==> config.mk <==
export PLATFORM = sky130hd
export DESIGN_NAME = tlb_xlate
export DESIGN_NICKNAME = d
export VERILOG_FILES = /design/src/rtl/tlb_pkg.sv /design/src/rtl/tlb_way_store.sv /design/src/rtl/tlb_lru_bits.sv /design/src/rtl/tlb_perm_check.sv /design/src/rtl/tlb_xlate.sv
export SDC_FILE = /design/constraint.sdc
export NUM_CORES = 2
export LEC_CHECK = 0
export BUFFER_PORTS_ARGS = -buffer_cell sky130_fd_sc_hd__buf_4
export CORE_ASPECT_RATIO = 1.1
export CORE_UTILIZATION = 50
export CTS_CLUSTER_SIZE = 8
export DETAILED_ROUTE_END_ITERATION = 8
export PLACE_DENSITY = 0.76
export SYNTH_ARGS = -nofsm -noshare
export SYNTH_HDL_FRONTEND = slang
export SYNTH_HIERARCHICAL = 1
export SYNTH_SLANG_ARGS = --single-unit
==> constraint.sdc <==
create_clock -name clk -period 16.27 [get_ports clk]
set_clock_uncertainty 0.15 [all_clocks]
set_input_delay 1.627 -clock clk [delete_from_list [all_inputs] [get_ports clk]]
set_output_delay 1.627 -clock clk [all_outputs]
set_load 0.01 [all_outputs]
==> src/rtl/tlb_pkg.sv <==
package tlb_pkg;
  typedef enum logic [1:0] {
    FLT_NONE   = 2'd0,
    FLT_PROT   = 2'd1,
    FLT_ABSENT = 2'd2
  } fault_e;

  typedef enum logic [1:0] {
    ST_IDLE   = 2'd0,
    ST_WALK   = 2'd1,
    ST_REPLAY = 2'd2
  } state_e;
endpackage

==> src/rtl/tlb_way_store.sv <==
module tlb_way_store #(
  parameter int IDX_W = 4,
  parameter int TAG_W = 16,
  parameter int PFN_W = 20
) (
  input  logic             clk,
  input  logic             rst,
  input  logic [IDX_W-1:0] lk_idx,
  input  logic [TAG_W-1:0] lk_tag,
  output logic             lk_hit,
  output logic [PFN_W-1:0] lk_pfn,
  output logic             lk_rw,
  output logic             lk_us,
  output logic             lk_dirty,
  input  logic             wr_en,
  input  logic [IDX_W-1:0] wr_idx,
  input  logic [TAG_W-1:0] wr_tag,
  input  logic [PFN_W-1:0] wr_pfn,
  input  logic             wr_rw,
  input  logic             wr_us,
  input  logic             wr_dirty,
  input  logic             wr_glob,
  input  logic             flush_en
);
  localparam int SETS  = 1 << IDX_W;
  localparam int ROW_W = TAG_W + PFN_W + 3;

  logic [ROW_W-1:0] row_mem [SETS];
  logic [SETS-1:0]  vld_q;
  logic [SETS-1:0]  glb_q;
  logic [ROW_W-1:0] row_rd;

  // payload: RAM-style, no reset, read asynchronously (distributed RAM)
  always_ff @(posedge clk) begin
    if (wr_en) row_mem[wr_idx] <= {wr_tag, wr_pfn, wr_rw, wr_us, wr_dirty};
  end

  // valid/global kept in flops so a flush clears all sets at once
  always_ff @(posedge clk) begin
    if (rst) begin
      vld_q <= '0;
      glb_q <= '0;
    end else if (flush_en) begin
      vld_q <= vld_q & glb_q;
    end else if (wr_en) begin
      vld_q[wr_idx] <= 1'b1;
      glb_q[wr_idx] <= wr_glob;
    end
  end

  assign row_rd   = row_mem[lk_idx];
  assign lk_hit   = vld_q[lk_idx] && (row_rd[ROW_W-1 -: TAG_W] == lk_tag);
  assign lk_pfn   = row_rd[PFN_W+2:3];
  assign lk_rw    = row_rd[2];
  assign lk_us    = row_rd[1];
  assign lk_dirty = row_rd[0];

  AST_FLUSH_DROPS_LOCAL: assert property (@(posedge clk) disable iff (rst)
    flush_en |=> ((vld_q & ~glb_q) == '0));
  AST_FLUSH_KEEPS_GLOBAL: assert property (@(posedge clk) disable iff (rst)
    flush_en |=> ((vld_q & glb_q) == $past(vld_q & glb_q)));
endmodule

==> src/rtl/tlb_lru_bits.sv <==
module tlb_lru_bits #(
  parameter int IDX_W = 4
) (
  input  logic             clk,
  input  logic             rst,
  input  logic [IDX_W-1:0] rd_idx,
  output logic             victim,
  input  logic             upd_en,
  input  logic [IDX_W-1:0] upd_idx,
  input  logic             upd_way
);
  localparam int SETS = 1 << IDX_W;

  logic [SETS-1:0] lru_q;

  always_ff @(posedge clk) begin
    if (rst)         lru_q <= '0;
    else if (upd_en) lru_q[upd_idx] <= ~upd_way;
  end

  assign victim = lru_q[rd_idx];

  AST_LRU_POINTS_AWAY: assert property (@(posedge clk) disable iff (rst)
    upd_en |=> (lru_q[$past(upd_idx)] != $past(upd_way)));
endmodule

==> src/rtl/tlb_perm_check.sv <==
module tlb_perm_check (
  input  logic acc_write,
  input  logic acc_user,
  input  logic ent_rw,
  input  logic ent_us,
  input  logic ent_dirty,
  output logic prot_bad,
  output logic need_dirty
);
  assign prot_bad   = (acc_write && !ent_rw) || (acc_user && !ent_us);
  assign need_dirty = acc_write && !ent_dirty;
endmodule

==> src/rtl/tlb_xlate.sv <==
module tlb_xlate
  import tlb_pkg::*;
#(
  parameter int VA_W  = 32,
  parameter int OFF_W = 12,
  parameter int IDX_W = 4,
  parameter int PFN_W = 20
) (
  input  logic                   clk,
  input  logic                   rst,
  input  logic                   req_valid,
  input  logic [VA_W-1:0]        req_vaddr,
  input  logic                   req_write,
  input  logic                   req_user,
  output logic                   req_ready,
  output logic                   resp_valid,
  output logic [PFN_W+OFF_W-1:0] resp_paddr,
  output logic [1:0]             resp_fault,
  input  logic                   flush_req,
  output logic                   walk_req_valid,
  output logic [VA_W-OFF_W-1:0]  walk_req_vpn,
  output logic                   walk_req_write,
  input  logic                   walk_rsp_valid,
  input  logic                   walk_rsp_present,
  input  logic [PFN_W-1:0]       walk_rsp_pfn,
  input  logic                   walk_rsp_writable,
  input  logic                   walk_rsp_user,
  input  logic                   walk_rsp_global,
  input  logic                   walk_rsp_dirty
);
  localparam int VPN_W = VA_W - OFF_W;
  localparam int TAG_W = VPN_W - IDX_W;
  localparam int WAYS  = 2;

  state_e          state_q;
  logic [VA_W-1:0] sav_va_q;
  logic            sav_wr_q;
  logic            sav_us_q;
  logic            flush_pend_q;

  logic            in_idle;
  logic            accept;
  logic            flush_go;
  logic [VA_W-1:0] lk_va;
  logic            lk_wr;
  logic            lk_us;
  logic [IDX_W-1:0] lk_idx;
  logic [TAG_W-1:0] lk_tag;

  logic [WAYS-1:0]  hit_vec;
  logic [PFN_W-1:0] way_pfn [WAYS];
  logic [WAYS-1:0]  way_rw;
  logic [WAYS-1:0]  way_us;
  logic [WAYS-1:0]  way_dirty;

  logic             hit_any;
  logic             hit_way;
  logic [PFN_W-1:0] sel_pfn;
  logic             sel_rw;
  logic             sel_us;
  logic             sel_dirty;
  logic             prot_bad;
  logic             need_dirty;
  logic             victim;
  logic             fill_en;
  logic             fill_way;
  logic             lru_upd;
  logic             lru_way;
  logic             hit_reply;

  // ---------------- lookup source ----------------
  assign in_idle   = (state_q == ST_IDLE);
  assign req_ready = in_idle && !flush_req && !flush_pend_q;
  assign accept    = req_valid && req_ready;
  assign flush_go  = in_idle && (flush_req || flush_pend_q);

  assign lk_va  = in_idle ? req_vaddr : sav_va_q;
  assign lk_wr  = in_idle ? req_write : sav_wr_q;
  assign lk_us  = in_idle ? req_user  : sav_us_q;
  assign lk_idx = lk_va[OFF_W +: IDX_W];
  assign lk_tag = lk_va[VA_W-1 -: TAG_W];

  // ---------------- ways ----------------
  assign fill_en  = (state_q == ST_WALK) && walk_rsp_valid && walk_rsp_present;
  assign fill_way = hit_any ? hit_way : victim;

  for (genvar w = 0; w < WAYS; w++) begin : g_way
    tlb_way_store #(
      .IDX_W(IDX_W),
      .TAG_W(TAG_W),
      .PFN_W(PFN_W)
    ) way_i (
      .clk      (clk),
      .rst      (rst),
      .lk_idx   (lk_idx),
      .lk_tag   (lk_tag),
      .lk_hit   (hit_vec[w]),
      .lk_pfn   (way_pfn[w]),
      .lk_rw    (way_rw[w]),
      .lk_us    (way_us[w]),
      .lk_dirty (way_dirty[w]),
      .wr_en    (fill_en && (fill_way == 1'(w))),
      .wr_idx   (lk_idx),
      .wr_tag   (lk_tag),
      .wr_pfn   (walk_rsp_pfn),
      .wr_rw    (walk_rsp_writable),
      .wr_us    (walk_rsp_user),
      .wr_dirty (walk_rsp_dirty),
      .wr_glob  (walk_rsp_global),
      .flush_en (flush_go)
    );
  end

  assign hit_any   = |hit_vec;
  assign hit_way   = hit_vec[1];
  assign sel_pfn   = way_pfn[hit_way];
  assign sel_rw    = way_rw[hit_way];
  assign sel_us    = way_us[hit_way];
  assign sel_dirty = way_dirty[hit_way];

  tlb_perm_check perm_i (
    .acc_write  (lk_wr),
    .acc_user   (lk_us),
    .ent_rw     (sel_rw),
    .ent_us     (sel_us),
    .ent_dirty  (sel_dirty),
    .prot_bad   (prot_bad),
    .need_dirty (need_dirty)
  );

  // ---------------- replacement ----------------
  assign hit_reply = hit_any &&
                     ((accept && (prot_bad || !need_dirty)) || (state_q == ST_REPLAY));
  assign lru_upd   = fill_en || hit_reply;
  assign lru_way   = fill_en ? fill_way : hit_way;

  tlb_lru_bits #(
    .IDX_W(IDX_W)
  ) lru_i (
    .clk     (clk),
    .rst     (rst),
    .rd_idx  (lk_idx),
    .victim  (victim),
    .upd_en  (lru_upd),
    .upd_idx (lk_idx),
    .upd_way (lru_way)
  );

  // ---------------- control and registered outputs ----------------
  always_ff @(posedge clk) begin
    if (rst) begin
      state_q        <= ST_IDLE;
      sav_va_q       <= '0;
      sav_wr_q       <= 1'b0;
      sav_us_q       <= 1'b0;
      flush_pend_q   <= 1'b0;
      resp_valid     <= 1'b0;
      resp_paddr     <= '0;
      resp_fault     <= FLT_NONE;
      walk_req_valid <= 1'b0;
      walk_req_vpn   <= '0;
      walk_req_write <= 1'b0;
    end else begin
      resp_valid <= 1'b0;
      if (flush_go)       flush_pend_q <= 1'b0;
      else if (flush_req) flush_pend_q <= 1'b1;

      unique case (state_q)
        ST_IDLE: begin
          if (accept) begin
            sav_va_q <= req_vaddr;
            sav_wr_q <= req_write;
            sav_us_q <= req_user;
            if (hit_any && prot_bad) begin
              resp_valid <= 1'b1;
              resp_fault <= FLT_PROT;
              resp_paddr <= {sel_pfn, req_vaddr[OFF_W-1:0]};
            end else if (hit_any && !need_dirty) begin
              resp_valid <= 1'b1;
              resp_fault <= FLT_NONE;
              resp_paddr <= {sel_pfn, req_vaddr[OFF_W-1:0]};
            end else begin
              state_q        <= ST_WALK;
              walk_req_valid <= 1'b1;
              walk_req_vpn   <= req_vaddr[VA_W-1:OFF_W];
              walk_req_write <= req_write;
            end
          end
        end
        ST_WALK: begin
          if (walk_rsp_valid) begin
            walk_req_valid <= 1'b0;
            if (walk_rsp_present) begin
              state_q <= ST_REPLAY;
            end else begin
              resp_valid <= 1'b1;
              resp_fault <= FLT_ABSENT;
              resp_paddr <= '0;
              state_q    <= ST_IDLE;
            end
          end
        end
        ST_REPLAY: begin
          resp_valid <= 1'b1;
          resp_paddr <= {sel_pfn, sav_va_q[OFF_W-1:0]};
          if (!hit_any)      resp_fault <= FLT_ABSENT;
          else if (prot_bad) resp_fault <= FLT_PROT;
          else               resp_fault <= FLT_NONE;
          state_q <= ST_IDLE;
        end
        default: state_q <= ST_IDLE;
      endcase
    end
  end

  // ---------------- assertions ----------------
  AST_SINGLE_MATCH: assert property (@(posedge clk) disable iff (rst)
    $countones(hit_vec) <= 1);
  AST_HIT_REPLY: assert property (@(posedge clk) disable iff (rst)
    (accept && hit_any && !prot_bad && !need_dirty) |=> (resp_valid && resp_fault == FLT_NONE));
  AST_PROT_NO_WALK: assert property (@(posedge clk) disable iff (rst)
    (accept && hit_any && prot_bad) |=> (resp_valid && resp_fault == FLT_PROT && !walk_req_valid));
  AST_DIRTY_WALK: assert property (@(posedge clk) disable iff (rst)
    (accept && hit_any && !prot_bad && need_dirty) |=> (walk_req_valid && walk_req_write));
  AST_WALK_HELD: assert property (@(posedge clk) disable iff (rst)
    (walk_req_valid && !walk_rsp_valid) |=> (walk_req_valid && $stable(walk_req_vpn)));
  AST_BUSY_STALL: assert property (@(posedge clk) disable iff (rst)
    walk_req_valid |-> !req_ready);
  AST_RESET_QUIET: assert property (@(posedge clk)
    rst |=> (!resp_valid && !walk_req_valid));
endmodule

==> flow_metrics.py <==
metrics = {
    "run_status": {
        "outcome": "finished clean",
    },
    "logic_synthesis": {
        "synth.yosys.seq_area_share_pct": 73.3,
        "postSynthCellCount": 2881,
        "synth_async_sr_flop_share_pct": 0,
        "synth_enable_flop_cells": 1248,
        "post_synth_main_area_contributors": "edfxtp_1, mux4_2, dfxtp_1",
        "synth_nets": 2950,
        "ys_warn_count": 6,
        "syn_area_um2": 55900,
        "yosys.cell_types.count": 69,
        "main_synth_ff_type": "edfxtp_1",
        "synth.avg_cell_area_um2": 19.4,
        "netlist.area_leader.share_pct": 67.1,
        "synth_top_cell_by_area": "edfxtp_1",
        "synth.ff_latch_count": 1422,
    },
    "floorplan": {
        "fp.dieH_um": 353,
        "fp.coreArea_um2": 111000,
        "floorplan.die.width_um": 321,
        "rows": 128,
        "start_util_pct": 50.4,
        "io-pin-count": 122,
        "dieArea_um2": 113000,
    },
    "worst_hold_path": {
        "worstHoldStart": "g_way[0].way_i/glb_q[7]",
        "worstHoldPathType": "flop to flop",
        "worst_hold_path.num_cells": 2,
        "worst_case_hold_path_end_point": "g_way[0].way_i/glb_q[7]",
    },
    "setup_path": {
        "crit_reg_reg_startpoint": "state_q[1]",
        "worst_r2r_endpoint": "g_way[0].way_i/row_mem[12][2]",
        "worst-r2r-setup-slack_ns": 7.71,
        "crit_path_max_fanout": 67,
        "reg2reg_depth": 17,
        "cp.required_ns": 16.52,
        "end_kind": "flop",
        "worst-setup-path-type": "flop to flop",
        "cp-start-kind": "flop",
        "critical_path_arrival_ns": 8.80,
    },
    "power": {
        "max-vdd-ir-drop_mv": 0.0964,
        "leakagePower_nw": 20.5,
        "power_density_nw_per_um2": 149,
    },
    "place": {
        "numPlacedInstances": 4400,
        "place_congestion": 0.789,
        "place.detailed.hpwl_um": 70900,
        "buffer_ports.inserted": 121,
    },
    "route": {
        "via_per_inst": 6.25,
        "number_of_iterations_in_the_first_detailed_routing_pass": 5,
        "drt-wirelength-per-cell_um": 29.2,
        "route.final.wire_length_um": 136000,
        "route.antenna.remaining_nets": 0,
        "detail_route.iter0.violations": 3318,
        "via_count": 29200,
        "drc": 0,
    },
    "sta": {
        "timing.final.crit_share_pct": 52.6,
        "achievable-frequency_mhz": 117,
        "hold_viol": 0,
        "setup_viol": 0,
        "final.setup.tns_ns": 0,
        "final_max_slew_viol_count": 0,
        "rsz_0062_raised_after_global_routing": "no",
        "slew_headroom_pct": 28.4,
        "final_period_minus_worst_setup_slack_ns": 8.56,
        "worst-slew-pin-transition_ns": 1.07,
    },
    "run": {
        "max_cap_violations": 0,
    },
    "global_route": {
        "antenna_violations_before_repair": 1,
        "aggregate_global_route_resource_usage_pct": 24.3,
        "grt_max_degree": 105,
        "grt_first_pass_wirelength_um": 199000,
        "global_route.overflow_total": 0,
        "number_of_global_route_vias_before_repair": 30100,
    },
    "layout": {
        "layout-drive-gt1-share_pct": 27.5,
        "multi_input_area_um2": 14300,
        "leading_cell_types_in_the_layout_fill_and_taps_excluded": "edfxtp_1, mux4_2, nand2_1, clkbuf_16, buf_4",
        "area_growth_syn_to_layout_pct": 14.6,
        "insertedDiodeCount": 0,
        "area.sequential_um2": 41000,
        "finalNetCount": 3172,
        "most_common_cell_after_layout_fill_and_taps_aside": "edfxtp_1",
        "fill_cells": 7945,
        "final-instance-count-excl-fill": 4668,
    },
    "cts": {
        "cts_htree_levels": 4,
        "cts.path.max_buffers": 3,
        "clkTransAtPathRegs_ns": 0.05,
        "cts_sinks": 1422,
        "clkLatencyLatePin_ns": 0.78,
        "clock-root-buffer": "clkbuf_16",
        "tritoncts": "done",
        "cts_inserted_buffers": 196,
        "cts_hold_buf": 0,
        "post_cts.resized_instances": 0,
        "post-cts-setup-buffer-count": 0,
    },
}
cell families (layout without fill, tap and decap cells):
group	after synthesis	count (layout)	synth area share (%)
xor+xnor	42	42	0.658
buf+inv	177	469	1.62
simple gates	457	457	3.87
compound gates	264	264	2.78
mux	514	514	17.7
fa+ha+maj	5	5	0.112
flops	1422	1422	73.3
state kept, by name (all words and copies together), names as in the netlist, 2 cells and up:
signal,flops
g_way.way_i/row_mem,1248
walk_req_vpn,20
sav_va_q,32
state_q,2
g_way.way_i/vld_q,32
lru_i/lru_q,16
resp_fault,2
g_way.way_i/glb_q,32
resp_paddr,32
critical path: stages, from the launching register on:
cell and delay, ns:
dfxtp_1 0.33, inv_1 0.13, ha_2 0.75, mux2_8 0.78
buf_4 0.53, buf_4 0.70, mux4_2 0.62, mux2i_1 0.33
xnor2_1 0.16, a2111oi_2 0.30, nand4_1 0.20, a22o_1 0.25
nor4_2 0.26, nor2b_1 0.20, nor3_1 0.56, or3b_2 0.62
nor2_4 0.68, buf_4 0.54
cells in the mapped netlist, types with 4 or more instances:
library cell,count
or2_2,4
mux2i_1,88
mux4_1,9
nand2b_1,27
o21ai_0,39
nor2b_1,42
dfxtp_1,174
or3b_2,4
nor3_1,21
edfxtp_1,1248
xnor2_1,25
a22oi_1,4
a211oi_1,5
mux2_2,37
a21oi_1,158
a311oi_1,15
ha_1,5
mux4_2,352
nor3b_1,6
nand4_1,5
clkbuf_1,66
nand2_1,202
inv_1,12
xor2_1,17
a22o_1,6
a31oi_1,4
and3_1,4
buf_2,44
buf_6,11
nor2_1,72
buf_4,18
mux2_4,28
o22ai_1,6
buf_1,21
nand3_1,50
metrics by stage:
step                setup slack (ns)  area, um2  power (W)  hold WS (ns)  util (%)
finish                          7.71      64100    0.00956         0.298      57.8
global placement                7.48      58600    0.00591         0.289      52.9
floorplan                       7.70      55900    0.00541         0.277         -
detailed placement              7.26      58600    0.00593         0.295      52.9
CTS                             7.58      64100    0.00960         0.301      57.8
global route                    7.12      64100    0.00984         0.316      57.8
how the worst max path moves through the flow:
stage | start | end | slack (ns)
2_1_floorplan | req_vaddr[13] | g_way[1].way_i/row_mem[0][0] | 7.70
3_3_place_gp | req_vaddr[12] | g_way[1].way_i/row_mem[13][18] | 7.48
3_5_place_dp | req_vaddr[12] | g_way[1].way_i/row_mem[13][18] | 7.26
4_1_cts | state_q[1] | g_way[0].way_i/row_mem[12][2] | 7.58
5_1_grt | state_q[1] | g_way[0].way_i/row_mem[12][2] | 7.12
6_report | state_q[1] | g_way[0].way_i/row_mem[12][2] | 7.71
where the power goes:
part           switching [W]  internal, W  total (W)
Clock                0.00147      0.00220    0.00367
Combinational        0.00101     0.000737    0.00175
Sequential         0.0000240      0.00411    0.00414
Total                0.00250      0.00705    0.00956
layer usage:
layer / up-vias / wire, um / track usage, %
met3: 309 / 12100 / 5.09
met4: 4 / 5260 / 10.2
met2: 1727 / 68200 / 40.1
met1: 15100 / 50500 / 31.2
li1: 12000 / - / -
met5: - / 138 / 0.812
cell type report:
| class | count | share of cell area, % |
|---|---|---|
| clock inverters | 14 | 0.383 |
| clock buffers | 254 | 8.06 |
| multi-input cells | 1282 | 22.4 |
| repair buffers | 187 | 2.24 |
| flip-flops and latches | 1422 | 63.9 |
| inverters | 14 | 0.0820 |
| well taps | 1495 | 2.92 |
No activity file was read; power rests on OpenSTA's default activity.
